$ cat src/rtl/alarm_code_pkg.sv
// alarm_code_pkg: shared sizes and types for the far-end alarm code receiver.
// Assumes the code word is flag, trailing zero, message, leading zero.
package alarm_code_pkg;
    localparam int FLAG_BITS = 8;
    localparam int MSG_BITS  = 6;
    localparam int WORD_BITS = FLAG_BITS + MSG_BITS + 2;

    typedef enum logic {
        ST_HUNT = 1'b0,
        ST_LOCK = 1'b1
    } frame_state_t;
endpackage

$ cat src/rtl/alarm_code_frame.sv
// alarm_code_frame: slides the incoming bits through a window, finds code word
// boundaries, then checks each aligned word. It emits a one-cycle ok or bad
// pulse, together with the message carried by the word.
// Assumes bit_in is meaningful only while bit_vld is high.
module alarm_code_frame
    import alarm_code_pkg::*;
#(
    parameter int FLAG_W = FLAG_BITS,
    parameter int MSG_W  = MSG_BITS
) (
    input  logic             clk,
    input  logic             rst_n,
    input  logic             bit_vld,
    input  logic             bit_in,
    output logic             word_ok,
    output logic             word_bad,
    output logic [MSG_W-1:0] word_msg
);
    localparam int CW_W  = FLAG_W + MSG_W + 2;
    localparam int PH_W  = $clog2(CW_W);
    localparam logic [PH_W-1:0] PH_LAST = PH_W'(CW_W - 1);

    logic [CW_W-2:0] hist_q;
    logic [CW_W-1:0] win;
    logic [PH_W-1:0] phase_q;
    frame_state_t    state_q;
    logic            flag_good;
    logic            frame_good;
    logic            word_good;

    // window holds the last CW_W bits, the earliest bit at index 0
    assign win        = {bit_in, hist_q};
    assign flag_good  = &win[FLAG_W-1:0];
    assign frame_good = !win[FLAG_W] && !win[CW_W-1];
    assign word_good  = flag_good && frame_good;
    assign word_msg   = win[FLAG_W+MSG_W:FLAG_W+1];

    // shift register of past bits
    always_ff @(posedge clk) begin
        if (!rst_n)
            hist_q <= '0;
        else if (bit_vld)
            hist_q <= win[CW_W-1:1];
    end

    // word event decode: any match while hunting, aligned check while locked
    always_comb begin
        word_ok  = 1'b0;
        word_bad = 1'b0;
        if (bit_vld) begin
            if (state_q == ST_HUNT) begin
                word_ok = word_good;
            end else if (phase_q == PH_LAST) begin
                word_ok  = word_good;
                word_bad = !word_good;
            end
        end
    end

    // boundary tracking: lock on a match, drop lock on a malformed word
    always_ff @(posedge clk) begin
        if (!rst_n) begin
            state_q <= ST_HUNT;
            phase_q <= '0;
        end else if (bit_vld) begin
            if (state_q == ST_HUNT) begin
                if (word_good) begin
                    state_q <= ST_LOCK;
                    phase_q <= '0;
                end
            end else if (phase_q == PH_LAST) begin
                phase_q <= '0;
                if (!word_good)
                    state_q <= ST_HUNT;
            end else begin
                phase_q <= phase_q + 1'b1;
            end
        end
    end

    // the bit position moves only on a strobe
    p_phase_hold_r2: assert property (@(posedge clk) disable iff (!rst_n)
        !bit_vld |=> $stable(phase_q) && $stable(state_q));
    // a bad word is reported only while locked and always drops the lock
    p_bad_unlocks_r8: assert property (@(posedge clk) disable iff (!rst_n)
        word_bad |=> state_q == ST_HUNT);
    // ok and bad are never reported together
    p_one_event_r2: assert property (@(posedge clk) disable iff (!rst_n)
        !(word_ok && word_bad));
endmodule

$ cat src/rtl/alarm_code_qual.sv
// alarm_code_qual: counts back-to-back identical valid words. On the REPS-th
// word it stores the message and sets status. A read clears the status, but a
// qualification on the same edge wins.
// Assumes word_ok and word_bad are one-cycle pulses that never coincide.
module alarm_code_qual #(
    parameter int MSG_W = 6,
    parameter int REPS  = 10
) (
    input  logic             clk,
    input  logic             rst_n,
    input  logic             word_ok,
    input  logic             word_bad,
    input  logic [MSG_W-1:0] word_msg,
    input  logic             rd_stb,
    output logic [MSG_W-1:0] msg_q,
    output logic             stat_q
);
    localparam int CNT_W = $clog2(REPS + 1);
    localparam logic [CNT_W-1:0] REPS_V = CNT_W'(REPS);

    logic [CNT_W-1:0] cnt_q;
    logic [CNT_W-1:0] cnt_nxt;
    logic [MSG_W-1:0] last_q;
    logic             qualify;

    // next count: extend a run of equal words, otherwise start a new run at 1
    always_comb begin
        if (cnt_q != '0 && word_msg == last_q)
            cnt_nxt = cnt_q + 1'b1;
        else
            cnt_nxt = CNT_W'(1);
    end

    assign qualify = word_ok && (cnt_nxt == REPS_V);

    // repetition run state
    always_ff @(posedge clk) begin
        if (!rst_n) begin
            cnt_q  <= '0;
            last_q <= '0;
        end else if (word_bad) begin
            cnt_q <= '0;
        end else if (word_ok) begin
            last_q <= word_msg;
            cnt_q  <= qualify ? '0 : cnt_nxt;
        end
    end

    // stored message and status flag
    always_ff @(posedge clk) begin
        if (!rst_n) begin
            msg_q  <= '0;
            stat_q <= 1'b0;
        end else if (qualify) begin
            msg_q  <= word_msg;
            stat_q <= 1'b1;
        end else if (rd_stb) begin
            stat_q <= 1'b0;
        end
    end

    // the run never reaches the threshold as a stored value
    p_cnt_bound_r3: assert property (@(posedge clk) disable iff (!rst_n)
        cnt_q < REPS_V);
    // status rises only after a completed word
    p_rise_needs_word_r3: assert property (@(posedge clk) disable iff (!rst_n)
        $rose(stat_q) |-> $past(word_ok));
    // a read without a qualification clears status and holds the message
    p_read_clear_r5: assert property (@(posedge clk) disable iff (!rst_n)
        rd_stb && !word_ok |=> !stat_q && $stable(msg_q));
    // a malformed word empties the run
    p_bad_resets_r8: assert property (@(posedge clk) disable iff (!rst_n)
        word_bad |=> cnt_q == '0);
    // the run restarts after a qualification
    p_rearm_r9: assert property (@(posedge clk) disable iff (!rst_n)
        qualify |=> cnt_q == '0 && stat_q);
endmodule

$ cat src/rtl/alarm_code_rx.sv
// alarm_code_rx: top of the far-end alarm code receiver. It joins the word
// framer to the repetition qualifier and gates the status with the interrupt
// enable.
// Assumes one channel bit per bit_vld pulse and a synchronous active-low reset.
module alarm_code_rx
    import alarm_code_pkg::*;
#(
    parameter int FLAG_W = FLAG_BITS,
    parameter int MSG_W  = MSG_BITS,
    parameter int REPS   = 10
) (
    input  logic             clk,
    input  logic             rst_n,
    input  logic             bit_vld,
    input  logic             bit_in,
    input  logic             irq_en,
    input  logic             rd_stb,
    output logic [MSG_W-1:0] msg_out,
    output logic             stat_out,
    output logic             irq_out
);
    logic             word_ok;
    logic             word_bad;
    logic [MSG_W-1:0] word_msg;

    alarm_code_frame #(.FLAG_W(FLAG_W), .MSG_W(MSG_W)) u_frame (
        .clk      (clk),
        .rst_n    (rst_n),
        .bit_vld  (bit_vld),
        .bit_in   (bit_in),
        .word_ok  (word_ok),
        .word_bad (word_bad),
        .word_msg (word_msg)
    );

    alarm_code_qual #(.MSG_W(MSG_W), .REPS(REPS)) u_qual (
        .clk      (clk),
        .rst_n    (rst_n),
        .word_ok  (word_ok),
        .word_bad (word_bad),
        .word_msg (word_msg),
        .rd_stb   (rd_stb),
        .msg_q    (msg_out),
        .stat_q   (stat_out)
    );

    // interrupt output: status masked by the enable
    assign irq_out = stat_out && irq_en;

    // with the enable low the interrupt stays quiet whatever the status
    p_irq_mask_r4: assert property (@(posedge clk) disable iff (!rst_n)
        stat_out && !irq_en |-> !irq_out);
endmodule

$ cat config.mk
export PLATFORM = sky130hd
export DESIGN_NAME = alarm_code_rx
export DESIGN_NICKNAME = d
export VERILOG_FILES = /design/src/rtl/alarm_code_pkg.sv /design/src/rtl/alarm_code_frame.sv /design/src/rtl/alarm_code_qual.sv /design/src/rtl/alarm_code_rx.sv
export SDC_FILE = /design/constraint.sdc
export NUM_CORES = 1
export LEC_CHECK = 0
export BUFFER_PORTS_ARGS = -buffer_cell sky130_fd_sc_hd__buf_2
export CORE_MARGIN = 3
export CORE_UTILIZATION = 40
export CTS_BUF_LIST = sky130_fd_sc_hd__clkbuf_16
export CTS_CLUSTER_SIZE = 28
export DETAILED_ROUTE_END_ITERATION = 8
export PLACE_DENSITY = 0.62
export SLEW_MARGIN = 10
export SYNTH_ARGS = -nofsm -noshare
export SYNTH_HDL_FRONTEND = slang
export SYNTH_SLANG_ARGS = --single-unit
$ cat constraint.sdc
create_clock -name clk -period 2 [get_ports clk]
set_clock_uncertainty 0.15 [all_clocks]
set_input_delay 0.1 -clock clk [delete_from_list [all_inputs] [get_ports clk]]
set_output_delay 0.1 -clock clk [all_outputs]
set_load 0.01 [all_outputs]
==> out/qor.csv <==
stage,metric,value,unit
timing,setup_tns,-0.212,ns
logic_synthesis,synth top area cells,"dfxtp_1 45%, mux2i_1 17%, nor2_1 5.5%, nand2_1 4.6%, nand4b_1 3.2%",
logic_synthesis,yosys warns,0,
worst_hold_path,HP Class,in2reg,
run,Max Cap Violations,0,
cts,H-tree Lvls,2,
die,initial core utilization,42.9,%
detailed_routing,DRC viols,0,
global_route,initial antenna violation count,0,
finish,FF/Latch Area,747,µm²
cts,CTS tree,done,
logic_synthesis,Post-Syn Area,0.00163,mm²
cts,Max Root-Sink Buffers,2,
detailed_routing,Routed wire per std cell,13.4,µm
global_route,global-route wire length before repair,5960,µm
die,I/O Pins,14,
timing,Worst-Margin Slew,0.509,ns
placed_design,HPWL after DPL,2380,µm
logic_synthesis,syn_area_per_cell,9.21,µm²
detailed_routing,WL final,3590,µm
power_and_ir_drop,switching power,315,µW
global_route,number of global-route vias before repair,1377,
setup_path,worst endpoint required time,2.05,ns
setup_path,critical path arrival,2.14,ns
setup_path,Worst R2R Setup Slack,-0.09,ns
timing,Achievable Freq,479,MHz
finish,"Core Util, Final",57.9,%
setup_path,Startpoint Class,flip-flop,
setup_path,Critical R2R Capture,u_qual.cnt_q[2]$_SDFFE_PP0P_,
timing,Worst slew margin,65.8,%
setup_path,Setup crit end kind,flip-flop,
global_route,global-route layer with the greatest usage,met2,
placed_design,placed cell count,251,
power_and_ir_drop,internal power,1.35,mW
logic_synthesis,distinct cell type count of the synthesized netlist,37,
setup_path,reg2reg path depth,7,
setup_path,CP startpoint,u_qual.cnt_q[0]$_SDFFE_PP0P_,
timing,Max Slew Vio Count,0,
timing,RSZ-0062 raised after global routing,true,
setup_path,crit path max fanout,2,
die,core area,0.00380,mm²
cts,"CTS clk-pin slew, worst paths",0.05,ns
finish,fin nets,228,
run_status,status,"finished, violations left",
cts,Skew-Pair Late Insertion Delay,0.27,ns
timing,final setup margin,-0.0858,ns
timing,fin crit share,104,%
global_route,GRT overflow,0,
finish,Non-Filler Instances,268,
setup_path,worst reg2reg path startpoint,u_qual.cnt_q[0]$_SDFFE_PP0P_,
die,Die Area,0.00488,mm²
run_status,failing checks,negative setup slack,
logic_synthesis,post-synthesis cell count,177,
logic_synthesis,part of the Yosys area used for sequential elements,45.4,%
global_route,met2 GRT Util,27.6,%
detailed_routing,DR vias,1397,
global_route,aggregate global-route resource usage,15.2,%
cts,clock root buffer,clkbuf_16,
timing,crit path time final,2.09,ns
global_route,met3 usage,4.64,%
power_and_ir_drop,Leak,0.994,nW
finish,Diodes inserted,0,
finish,share of cells above drive strength 1,30.0,%
power_and_ir_drop,switching fraction of total power,18.9,%
logic_synthesis,"EDFF count, synth",0,
global_route,GRT met1 Usage,16.2,%
placed_design,Placed Area,0.00189,mm²
power_and_ir_drop,Clk pwr share,51.4,%
cts,clock sinks,37,
logic_synthesis,"flops & latches, synth",37,
timing,final hold vios,0,
setup_path,kind of critical path,reg2reg,
logic_synthesis,"Net Count, Synth",186,
detailed_routing,First-pass DRT Iterations,4,
finish,Fillers,321,
global_route,largest net degree at the start of global routing,27,
detailed_routing,DRT iter0 DRCs,53,
finish,Area Growth Syn to Fin,34.8,%
placed_design,Placer Congestion,0.775,
cts,CTS Buf Count,5,
power_and_ir_drop,Flop pwr share,44.6,%
logic_synthesis,Synth area leader,dfxtp_1,
finish,Finished Cell Area,0.00220,mm²
setup_path,crit path to,u_qual.cnt_q[2]$_SDFFE_PP0P_,
timing,endpoints failing setup,7,
detailed_routing,Via-to-Cell Ratio,5.21,
logic_synthesis,Async SR Flop Fraction,0,%
placed_design,IO buf count,13,
power_and_ir_drop,Comb power frac,4.0,%
worst_hold_path,Hold Path Depth,3,
detailed_routing,Routed Antenna Nets,0,
die,Die Height,69.8,µm
power_and_ir_drop,VDD IR max,662,µV
power_and_ir_drop,power per cell area,757,mW/mm²
finish,area taken by multi-input logic gates,903,µm²
logic_synthesis,Synth Flop Type,dfxtp_1,
die,row cnt,22,
die,Die Wd,69.8,µm
logic_synthesis,post-synth top area share,45.4,%
## power groups by stage
stage / sequential (mW) / clock [mW] / combinational, mW
2_1_floorplan: 0.758 / 0 / 0.0324
3_3_place_gp: 0.757 / 0 / 0.0546
3_5_place_dp: 0.757 / 0 / 0.0560
4_1_cts: 0.741 / 0.884 / 0.0632
5_1_grt: 0.742 / 0.915 / 0.0721
6_report: 0.742 / 0.855 / 0.0667
## final cells by class
class	count	area share (%)
Multi-Input combinational cell	126	41.1
Sequential cell	37	34.0
Timing Repair Buffer	44	13.9
Clock buffer	5	5.69
Tap cell	48	2.73
Clock inverter	3	1.71
Inverter	5	0.854
## per-stage QoR
stage	hold slack (ns)	setup slack [ns]	power, mW
3_3_place_gp	0.228	-0.105	0.812
3_5_place_dp	0.234	-0.145	0.813
6_report	0.0420	-0.0858	1.66
5_1_grt	0.0478	-0.135	1.73
4_1_cts	0.0313	-0.0921	1.69
2_1_floorplan	0.0976	-0.0315	0.791
## cell usage in the layout, fill, tap and decap left out, types with 2 or more instances in the layout
| cell type | netlist | routed |
|---|---|---|
| a21oi_1 | 7 | 6 |
| a31oi_1 | 2 | 2 |
| buf_2 | 1 | 13 |
| buf_4 | 0 | 28 |
| clkbuf_16 | 0 | 5 |
| clkinv_1 | 1 | 2 |
| dfxtp_1 | 37 | 32 |
| dfxtp_2 | 0 | 5 |
| dlygate4sd3_1 | 0 | 2 |
| inv_1 | 4 | 3 |
| inv_2 | 0 | 2 |
| mux2i_1 | 27 | 27 |
| nand2_1 | 20 | 20 |
| nand3_1 | 6 | 4 |
| nand3_2 | 0 | 2 |
| nand4b_1 | 6 | 6 |
| nor2_1 | 24 | 24 |
| nor3_1 | 4 | 4 |
| o21ai_0 | 2 | 2 |
| xnor2_1 | 5 | 3 |
| xnor2_2 | 0 | 2 |
| xor2_1 | 2 | 2 |
## how the worst min path moves through the flow
| stage | startpoint | endpoint | slack (ns) |
|---|---|---|---|
| 6_report | rst_n | u_qual.stat_q$_SDFFE_PN0P_ | 0.04 |
| 5_1_grt | rst_n | u_qual.stat_q$_SDFFE_PN0P_ | 0.05 |
| 4_1_cts | rst_n | u_qual.stat_q$_SDFFE_PN0P_ | 0.03 |
| 3_5_place_dp | rd_stb | u_qual.stat_q$_SDFFE_PN0P_ | 0.23 |
| 3_3_place_gp | rd_stb | u_qual.stat_q$_SDFFE_PN0P_ | 0.23 |
| 2_1_floorplan | bit_in | u_frame.hist_q[14]$_SDFFE_PN0P_ | 0.1 |
## flip-flops by register name, summed over array words and instances (netlist names)
name             count
u_frame.hist_q      15
u_frame.phase_q      4
u_frame.state_q      1
u_qual.cnt_q         4
u_qual.last_q        6
u_qual.msg_q         6
u_qual.stat_q        1
## synth_stat cells, types with 3 or more instances
cell type  number
nor2_1         24
inv_1           4
xnor2_1         5
a21oi_1         7
buf_1           5
nor3_1          4
dfxtp_1        37
mux2i_1        27
nand2_1        20
ha_1            3
nand3_1         6
nand4b_1        6
## per-layer routing
layer,up-vias,part of all wire (%)
met1,666,43
met2,25,53
met4,0,0.81
met5,-,0
met3,8,3.1
li1,698,-
## what timing repair did
item	in CTS	in global routing
hold endpoints to repair	2	0
resized for setup	4	12
pin swaps	5	5
hold buffers	2	0
buffers inserted	6	1
setup endpoints to repair	8	11
## logic make-up after synthesis
| kind of cell | Yosys count | share of synthesized area, % |
|---|---|---|
| and+or+nand+nor | 71 | 21.3 |
| DFF | 37 | 45.4 |
| buffers and inverters | 14 | 3.76 |
| muxes | 27 | 16.6 |
| adders and majority gates | 3 | 2.30 |
| AOI/OAI and AO/OA | 18 | 6.91 |
| xor gates and xnor gates | 7 | 3.76 |
## critical path, stage by stage (launching register included)
cell,delay (ns)
dfxtp_2,0.33
inv_2,0.05
ha_4,0.15
nor3b_4,0.15
or4_4,0.53
buf_6,0.13
or4_1,0.40
a31oi_1,0.13
No activity file was read; power rests on OpenSTA's default activity.
